<file path="src/rtl/vmr_pkg.sv">
package vmr_pkg;
  localparam int SEGS = 8;
  typedef enum logic [1:0] {ST_IDLE, ST_LOAD, ST_RUN, ST_HALT} vmr_state_e;
endpackage

</file>
<file path="src/rtl/vmr_timer.sv">
module vmr_timer
  import vmr_pkg::*;
#(
  parameter int ROWS          = 2400,
  parameter int SEG_TICKS     = 200,
  parameter int PRELOAD_TICKS = 400
) (
  input  logic                    clk,
  input  logic                    rst,
  input  logic                    tick,
  input  logic                    go_play,
  input  logic                    go_rec,
  input  logic                    cue,
  input  logic                    stop,
  input  logic [SEGS-1:0]         eom_map,
  output logic [$clog2(ROWS)-1:0] row_addr,
  output logic                    row_stb_n,
  output logic                    busy,
  output logic                    ovf_evt,
  output logic                    eom_evt
);
  localparam int ROW_W = $clog2(ROWS);
  localparam int SUB_W = $clog2(SEG_TICKS);
  localparam int PRE_W = $clog2(PRELOAD_TICKS + 2);
  localparam logic [ROW_W-1:0] ROW_LAST = ROW_W'(ROWS - 1);
  localparam logic [SUB_W-1:0] SUB_LAST = SUB_W'(SEG_TICKS - 1);
  localparam logic [PRE_W-1:0] PRE_LAST = PRE_W'(PRELOAD_TICKS - 1);

  vmr_state_e       state_q, state_d;
  logic [ROW_W-1:0] row_q, row_d;
  logic [2:0]       seg_q, seg_d;
  logic [SUB_W-1:0] sub_q, sub_d;
  logic [PRE_W-1:0] pre_q, pre_d;
  logic             rec_q, rec_d, cue_q, cue_d, wrap_q, wrap_d;
  logic             stb_q, adv, seg_end;

  always_comb begin
    state_d = state_q; row_d = row_q; seg_d = seg_q; sub_d = sub_q;
    pre_d = pre_q; rec_d = rec_q; cue_d = cue_q; wrap_d = wrap_q;
    ovf_evt = 1'b0; eom_evt = 1'b0; adv = 1'b0; seg_end = 1'b0;
    case (state_q)
      ST_IDLE, ST_HALT: begin
        if (go_play || go_rec) begin
          if (wrap_q) row_d = '0;
          wrap_d = 1'b0;
          seg_d  = '0;
          sub_d  = '0;
          pre_d  = '0;
          rec_d  = go_rec;
          cue_d  = cue && !go_rec;
          state_d = (go_rec && state_q == ST_IDLE && PRELOAD_TICKS > 0) ? ST_LOAD : ST_RUN;
        end
      end
      ST_LOAD: begin
        if (stop) state_d = ST_IDLE;
        else if (tick) begin
          if (pre_q == PRE_LAST) state_d = ST_RUN;
          else pre_d = pre_q + PRE_W'(1);
        end
      end
      ST_RUN: begin
        if (stop) state_d = ST_IDLE;
        else begin
          adv     = cue_q || tick;
          seg_end = cue_q || (sub_q == SUB_LAST);
          if (adv) begin
            if (!seg_end) sub_d = sub_q + SUB_W'(1);
            else begin
              sub_d = '0;
              if (!rec_q && eom_map[seg_q]) begin
                eom_evt = 1'b1;
                state_d = ST_HALT;
              end else if (seg_q == 3'd7) begin
                if (row_q == ROW_LAST) begin
                  ovf_evt = 1'b1;
                  wrap_d  = 1'b1;
                  state_d = ST_HALT;
                end else begin
                  row_d = row_q + ROW_W'(1);
                  seg_d = '0;
                end
              end else seg_d = seg_q + 3'd1;
            end
          end
        end
      end
      default: state_d = ST_IDLE;
    endcase
  end

  always_ff @(posedge clk) begin
    if (rst) begin
      state_q <= ST_IDLE;
      row_q   <= '0;
      seg_q   <= '0;
      sub_q   <= '0;
      pre_q   <= '0;
      rec_q   <= 1'b0;
      cue_q   <= 1'b0;
      wrap_q  <= 1'b0;
      stb_q   <= 1'b1;
    end else begin
      state_q <= state_d;
      row_q   <= row_d;
      seg_q   <= seg_d;
      sub_q   <= sub_d;
      pre_q   <= pre_d;
      rec_q   <= rec_d;
      cue_q   <= cue_d;
      wrap_q  <= wrap_d;
      stb_q   <= !(state_d == ST_RUN && seg_d == 3'd7);
    end
  end

  assign row_addr  = row_q;
  assign row_stb_n = stb_q;
  assign busy      = (state_q == ST_LOAD) || (state_q == ST_RUN);
endmodule

</file>
<file path="src/rtl/vmr_irq.sv">
module vmr_irq (
  input  logic clk,
  input  logic rst,
  input  logic set_ovf,
  input  logic set_eom,
  input  logic spi_start,
  input  logic rd_int,
  output logic ovf_flag,
  output logic eom_flag,
  output logic int_n,
  output logic stat_ovf,
  output logic stat_eom
);
  logic ovf_d, eom_d;

  always_comb begin
    ovf_d = set_ovf || (ovf_flag && !spi_start);
    eom_d = set_eom || (eom_flag && !spi_start);
  end

  always_ff @(posedge clk) begin
    if (rst) begin
      ovf_flag <= 1'b0;
      eom_flag <= 1'b0;
      int_n    <= 1'b1;
      stat_ovf <= 1'b0;
      stat_eom <= 1'b0;
    end else begin
      ovf_flag <= ovf_d;
      eom_flag <= eom_d;
      int_n    <= !(ovf_d || eom_d);
      if (rd_int) begin
        stat_ovf <= ovf_flag;
        stat_eom <= eom_flag;
      end
    end
  end
endmodule

</file>
<file path="src/rtl/vm_row_seq.sv">
module vm_row_seq #(
  parameter int ROWS          = 2400,
  parameter int SEG_TICKS     = 200,
  parameter int PRELOAD_TICKS = 400,
  localparam int ROW_W        = $clog2(ROWS)
) (
  input  logic             clk,
  input  logic             rst,
  input  logic             smp_tick,
  input  logic             play_go,
  input  logic             rec_go,
  input  logic             cue_mode,
  input  logic             stop_req,
  input  logic [7:0]       eom_map,
  input  logic             spi_start,
  input  logic             rd_int,
  output logic [ROW_W-1:0] row_addr,
  output logic             row_stb_n,
  output logic             int_n,
  output logic             stat_ovf,
  output logic             stat_eom
);
  logic busy, ovf_evt, eom_evt, ovf_flag, eom_flag, go;

  assign go = play_go || rec_go;

  vmr_timer #(
    .ROWS(ROWS), .SEG_TICKS(SEG_TICKS), .PRELOAD_TICKS(PRELOAD_TICKS)
  ) i_timer (
    .clk(clk), .rst(rst), .tick(smp_tick), .go_play(play_go), .go_rec(rec_go),
    .cue(cue_mode), .stop(stop_req), .eom_map(eom_map), .row_addr(row_addr),
    .row_stb_n(row_stb_n), .busy(busy), .ovf_evt(ovf_evt), .eom_evt(eom_evt)
  );

  vmr_irq i_irq (
    .clk(clk), .rst(rst), .set_ovf(ovf_evt), .set_eom(eom_evt),
    .spi_start(spi_start), .rd_int(rd_int), .ovf_flag(ovf_flag),
    .eom_flag(eom_flag), .int_n(int_n), .stat_ovf(stat_ovf), .stat_eom(stat_eom)
  );
endmodule

</file>
<file path="config.mk">
export PLATFORM = sky130hd
export DESIGN_NAME = vm_row_seq
export DESIGN_NICKNAME = d
export VERILOG_FILES = /design/src/rtl/vmr_pkg.sv /design/src/rtl/vmr_timer.sv /design/src/rtl/vmr_irq.sv /design/src/rtl/vm_row_seq.sv
export SDC_FILE = /design/constraint.sdc
export NUM_CORES = 1
export LEC_CHECK = 0
export CORE_ASPECT_RATIO = 0.5
export CORE_MARGIN = 2
export CORE_UTILIZATION = 50
export CTS_BUF_LIST = sky130_fd_sc_hd__clkbuf_16
export CTS_CLUSTER_DIAMETER = 40
export CTS_CLUSTER_SIZE = 16
export DETAILED_ROUTE_END_ITERATION = 7
export PLACE_DENSITY = 0.74
export SLEW_MARGIN = 25
export SYNTH_ARGS = -nofsm -noshare
export SYNTH_HDL_FRONTEND = slang
export SYNTH_SLANG_ARGS = --single-unit
</file>
<file path="constraint.sdc">
create_clock -name clk -period 7.15 [get_ports clk]
set_clock_uncertainty 0.2 [all_clocks]
set_input_delay 1.43 -clock clk [delete_from_list [all_inputs] [get_ports clk]]
set_output_delay 1.43 -clock clk [all_outputs]
set_load 0.1 [all_outputs]
</file>
==> results of run 1 <==
through the flow:
step                      setup slack, ps  cells  cell area, sq um  utilization (%)  total power [mW]
final                                3240    359              2830             64.3             0.629
after CTS                            3290    359              2830             64.3             0.632
after floorplan                      3600    269              2300                -             0.343
after global routing                 3130    359              2830             64.3             0.659
after detailed placement             3010    351              2670             60.5             0.377
after global placement               2990    351              2670             60.5             0.376
layout make-up:
type	instances	area [sq um]	area share (%)
clock buffers	5	125	4.42
inverters	15	56.3	1.99
well taps	57	71.3	2.52
multi-input cells	204	1360	47.9
flip-flops and latches	43	861	30.4
repair buffers	32	320	11.3
clock inverters	3	38.8	1.37
registers in the layout, indices dropped and copies added (netlist names):
name and cells:
i_timer.sub_q 8, i_timer.seg_q 3, i_timer.row_addr 12, i_timer.state_q 2, i_irq.stat_ovf 1, i_timer.wrap_q 1, i_timer.row_stb_n 1, i_irq.eom_flag 1
i_irq.ovf_flag 1, i_irq.stat_eom 1, i_timer.cue_q 1, i_timer.rec_q 1, i_irq.int_n 1, i_timer.pre_q 9
metal layers:
metal / up-vias / routed length (um)
li1: 1049 / -
met1: 977 / 2720
met2: 49 / 2230
met3: 7 / 226
met4: 0 / 46
met5: - / 0
cells in the final DEF (no fill, tap or decap), types with 4 or more instances in the layout:
master,instances
a211oi_1,5
nand3_1,9
nor3_1,4
xor2_1,11
or3_1,6
dfxtp_1,43
a21oi_1,15
mux2i_1,7
xnor2_1,6
and4_1,5
nand4_1,6
o21ai_0,6
inv_1,15
or4_1,5
nor2b_1,4
clkdlybuf4s50_1,32
nor2_1,37
clkbuf_16,5
ha_1,8
nand2_1,18
and3_1,5
cells by family after synthesis:
| group | after synthesis | share of synthesized area (%) |
|---|---|---|
| adder cells (fa/ha/maj) | 8 | 4.35 |
| multiplexers | 8 | 4.02 |
| buffers and inverters | 22 | 3.64 |
| AND/OR/NAND/NOR | 119 | 27.8 |
| AO/OA/AOI/OAI | 52 | 16.3 |
| XOR/XNOR | 17 | 6.47 |
| flip-flops | 43 | 37.4 |
power breakdown:
part           internal, mW  total, mW  switching (mW)
Clock                 0.163      0.254          0.0912
Sequential            0.245      0.250         0.00484
Combinational        0.0404      0.125          0.0847
worst max-delay path by stage:
stage	startpoint	endpoint	slack, ps
floorplan	eom_map[7]	i_timer.row_addr[9]	3600
CTS	eom_map[7]	i_timer.seg_q[2]	3290
global placement	eom_map[7]	i_timer.seg_q[2]	2990
global route	eom_map[7]	i_timer.row_stb_n	3130
finish	eom_map[7]	i_timer.seg_q[2]	3240
detailed placement	eom_map[7]	i_timer.seg_q[2]	3010
worst min-delay path, stage by stage (launching register included):
cell	delay, ps
dfxtp_1	300
inv_1	60
a211oi_1	70
==> flow_summary.yaml, run 1 <==
floorplan:
  die_y_um: 52.0
  io-pin-count: 33
  fp.dieW_um: 99.9
  core_region_area_sq_um: 4400
  die_area_sq_um: 5190
  placement_rows: 17
  initial_cell_density_of_the_core_pct: 52.3
detailed_routing:
  drt-initial-drc-count: 93
  antenna_left: 0
  drt-vias-per-instance: 5.80
  drtPass1Iterations: 4
  post-route-drc-count: 0
  drt-wirelength-per-cell_um: 14.6
  sum_of_routed_wire_length_over_all_layers_mm: 5.22
  dr_total_vias: 2082
critical_path:
  worst_r2r_startpoint: "i_timer.state_q[1]"
  critical_path_cell_count: 7
  path_max_fanout: 4
  worstSetupPathType: "in -> reg"
  critical_path.top_delay_family: "compound AO/OA/AOI/OAI gates"
  cp_data_required_time_ps: 7080
  critical_path.cell_chain: "clkdlybuf4s50_1, mux4_2, a2bb2oi_2, a2111oi_0, a211oi_1, o22ai_1, nor2_1"
  reg2reg_slack_ps: 4040
  critical_path_at_ps: 3840
  timing.critical_path.slowest_cell_delay_ps: 900
  critical_path.slowest_cell: "a2111oi_0"
  setup.worst_path.start_class: "input port"
  crit_buf_inv: 1
  rr_endpoint: "i_timer.row_addr[9]"
  critical_path.endpoint_type: "flip-flop"
  worst_case_reg_to_reg_path_depth: 8
clock_network:
  worst_skew_pair.late_latency_ps: 280
  cts_repair_resize_count: 0
  clkTransAtPathRegs_ps: 60
  cts.htree.levels: 2
  buffers_inserted_by_post_cts_timing_repair: 0
  clock_tree.buffer_depth: 2
  cts_root_buffer: "clkbuf_16"
  clock_tree_from_tritoncts: "built"
  hold_buffers: 0
  cts_sinks: 43
  cts_made_buffers: 5
status:
  outcome: "completed"
sta:
  finalMaxSlewViolations: 0
  final.hold.worst_slack_ps: 284
  layout_worst_path_cycle_share_pct: 54.7
  hold_violations: 0
  max_freq_mhz: 256
  rsz_0062_raised_after_global_routing: "no"
  finalSetupTns_ps: 0
  period_minus_ws_final_ps: 3910
  report.final.setup_viol: 0
  worst_pin_slew_ps: 1000
  timing.slew.headroom_pct: 31.3
synthesis:
  async_flop_share_pct: 0
  synth-seq-area-share_pct: 37.4
  ys_top_cells_by_area: "dfxtp_1 (37%), nor2_1 (6.0%), ha_1 (4.4%)"
  postSynthNetCount: 294
  synth_top_area_cell: "dfxtp_1"
  yosys_warnings: 0
  synth.cells.most_frequent: "dfxtp_1 (43), nor2_1 (37), nand2_1 (18)"
  postSynthCellCount: 269
  netlist_area_sq_um: 2300
  synth.distinct_cells: 51
  synthMostInstantiatedCell: "dfxtp_1"
  synth-edff-count: 0
  synth.avg_cell_area_sq_um: 8.55
  ys_seq_elements: 43
  netlist.area_leader.share_pct: 37.4
  synth_top_flop_cell: "dfxtp_1"
global_route:
  use_met3_pct: 4.84
  initial_antenna_violation_count: 0
  met1_usage_pct: 31.1
  grt_overflow: 0
  gr-max-usage-layer: "met2"
  grt_pass1_vias: 1920
  largest_net_degree_at_the_start_of_global_routing: 23
  grt_use_met2_pct: 33.2
  groute.usage.overall_pct: 21.9
  grt_first_pass_wirelength_mm: 8.94
final_layout:
  filler_cell_count: 378
  diodes: 0
  synthToLayoutAreaGrowth_pct: 22.9
  design.final.nets: 326
  drive_above_1_share_pct: 5.63
placement:
  dp.final_hpwl_mm: 3.76
  place_congestion: 0.880
  portBuffers: 32
run:
  cap_violations: 0
min_path:
  hold_path_end: "i_timer.wrap_q"
  hold-path-cell-count: 2
  hp-start: "i_timer.wrap_q"
  min_path_type: "reg -> reg"
power_and_ir_drop:
  worst_ir_drop_vdd_v: 0.000150
  p_per_area_nw_per_um2: 222
  leakagePower_nw: 1.02
(Power assumes the default switching activity.)
==> run 2: changes to the inputs <==
clock period = 4.1 ns   (was 7.15 ns; I/O delays follow)
==> run 2 against run 1 <==
Final cell count up 0.56%. Clock power up 48%. Sequential power up 75%. First-iteration DRC count down 26%. Via count up 1.1%. Largest power group is now registers.
==> flow_summary.yaml, run 2 (synthesis gave the netlist of run 1 again) <==
sta:
  hold_violations: 0
  max_freq_mhz: 305
  report.final.setup_viol: 0
  timing.slew.headroom_pct: 33.1
  period_minus_ws_final_ps: 3280
  finalMaxSlewViolations: 0
  worst_pin_slew_ps: 1000
  layout_worst_path_cycle_share_pct: 80.1
  rsz_0062_raised_after_global_routing: "no"
  final.hold.worst_slack_ps: 292
  finalSetupTns_ps: 0
placement:
  portBuffers: 32
  dpl.cell_count: 354
  placement_cell_area_sq_um: 2690
  place_congestion: 0.935
  dp.final_hpwl_mm: 3.85
detailed_routing:
  drt-wirelength-per-cell_um: 14.5
  drt-initial-drc-count: 69
  sum_of_routed_wire_length_over_all_layers_mm: 5.24
  drtPass1Iterations: 4
  drt-vias-per-instance: 5.83
  dr_total_vias: 2105
  post-route-drc-count: 0
  antenna_left: 0
critical_path:
  path_max_fanout: 5
  critical_path_at_ps: 3290
  cp_data_required_time_ps: 4110
  setup.worst_path.start_class: "input port"
  critical_path.endpoint_type: "flip-flop"
  worstSetupPathType: "in -> reg"
global_route:
  grt_first_pass_wirelength_mm: 8.85
  initial_antenna_violation_count: 0
  groute.usage.overall_pct: 21.7
  grt_overflow: 0
  grt_pass1_vias: 1958
  largest_net_degree_at_the_start_of_global_routing: 14
clock_network:
  cts_made_buffers: 5
  clock_tree_from_tritoncts: "built"
  cts_sinks: 43
  cts_repair_resize_count: 0
  cts.htree.levels: 2
  cts_root_buffer: "clkbuf_16"
  clkTransAtPathRegs_ps: 60
  clock_tree.buffer_depth: 2
  buffers_inserted_by_post_cts_timing_repair: 0
  worst_skew_pair.late_latency_ps: 280
  hold_buffers: 0
final_layout:
  utilization_pct: 64.1
  layout.cell_area.non_filler_sq_um: 2820
  synthToLayoutAreaGrowth_pct: 22.6
  diodes: 0
  max_reg_flops: 12
  layout.cells.most_common_list: "dfxtp_1 (43), nor2_1 (37), clkdlybuf4s50_1 (32), nand2_1 (18)"
  finalNonFillerCells: 361
  design.final.nets: 329
  drive_above_1_share_pct: 6.25
  layout.cells.most_common: "dfxtp_1"
run:
  cap_violations: 0
floorplan:
  die_y_um: 52.0
  initial_cell_density_of_the_core_pct: 52.3
  die_area_sq_um: 5190
  core_region_area_sq_um: 4400
  io-pin-count: 33
  placement_rows: 17
  fp.dieW_um: 99.9
power_and_ir_drop:
  leakagePower_nw: 1.02
  worst_ir_drop_vdd_v: 0.000159
  p_per_area_nw_per_um2: 366
min_path:
  min_path_type: "reg -> reg"
status:
  outcome: "completed"
## run 2: cell types whose count changed in the layout (fill, tap and decap cells not counted), sizes merged
cell and delta:
buf +3, bufinv -1
## run 2: worst paths after layout
kind | depth (start not counted) | startpoint | slack (ps) | to
setup / recovery | 7 | eom_map[7] | 820 | i_timer.row_addr[9]
hold / removal | 2 | i_timer.wrap_q | 290 | i_timer.wrap_q
hold reg to reg | 2 | i_timer.wrap_q | 290 | i_timer.wrap_q
setup reg to reg | 8 | i_timer.state_q[1] | 940 | i_timer.row_addr[9]
## run 2: metal layers
metal	wire length (um)	global-route usage (%)	vias up
met3	323	4.70	9
met2	2330	34.7	60
li1	-	-	1043
met4	78	7.99	0
met1	2510	29.3	993
met5	0	0	-
## run 2: cell type report
type                    instances  area, sq um
clock buffers                   5          125
clock inverters                 2         8.76
fillers                       382         1580
inverters                      15         56.3
multi-input cells             204         1360
flip-flops and latches         43          861
well taps                      57         71.3
repair buffers                 35          343
## run 2: where the power goes
part           switching (mW)  internal (mW)  leakage, nW  total (mW)
Clock                   0.156          0.219       0.0671       0.375
Combinational           0.146         0.0747        0.607       0.220
Sequential            0.00902          0.428        0.347       0.437
Total                   0.310          0.721         1.02        1.03
## run 2: through the flow
| step | power [mW] | setup slack (ps) |
|---|---|---|
| 2_1_floorplan | 0.599 | 969 |
| 3_3_place_gp | 0.659 | 656 |
| 3_5_place_dp | 0.662 | 556 |
| 4_1_cts | 1.03 | 832 |
| 5_1_grt | 1.08 | 702 |
| 6_report | 1.03 | 817 |
## run 2: critical path, cell delays in order
cell and delay, ps:
clkdlybuf4s50_1 390, mux4_2 470, a2bb2oi_2 180, a2111oi_4 590
o21ai_2 130, or4_1 540, a21oi_1 170
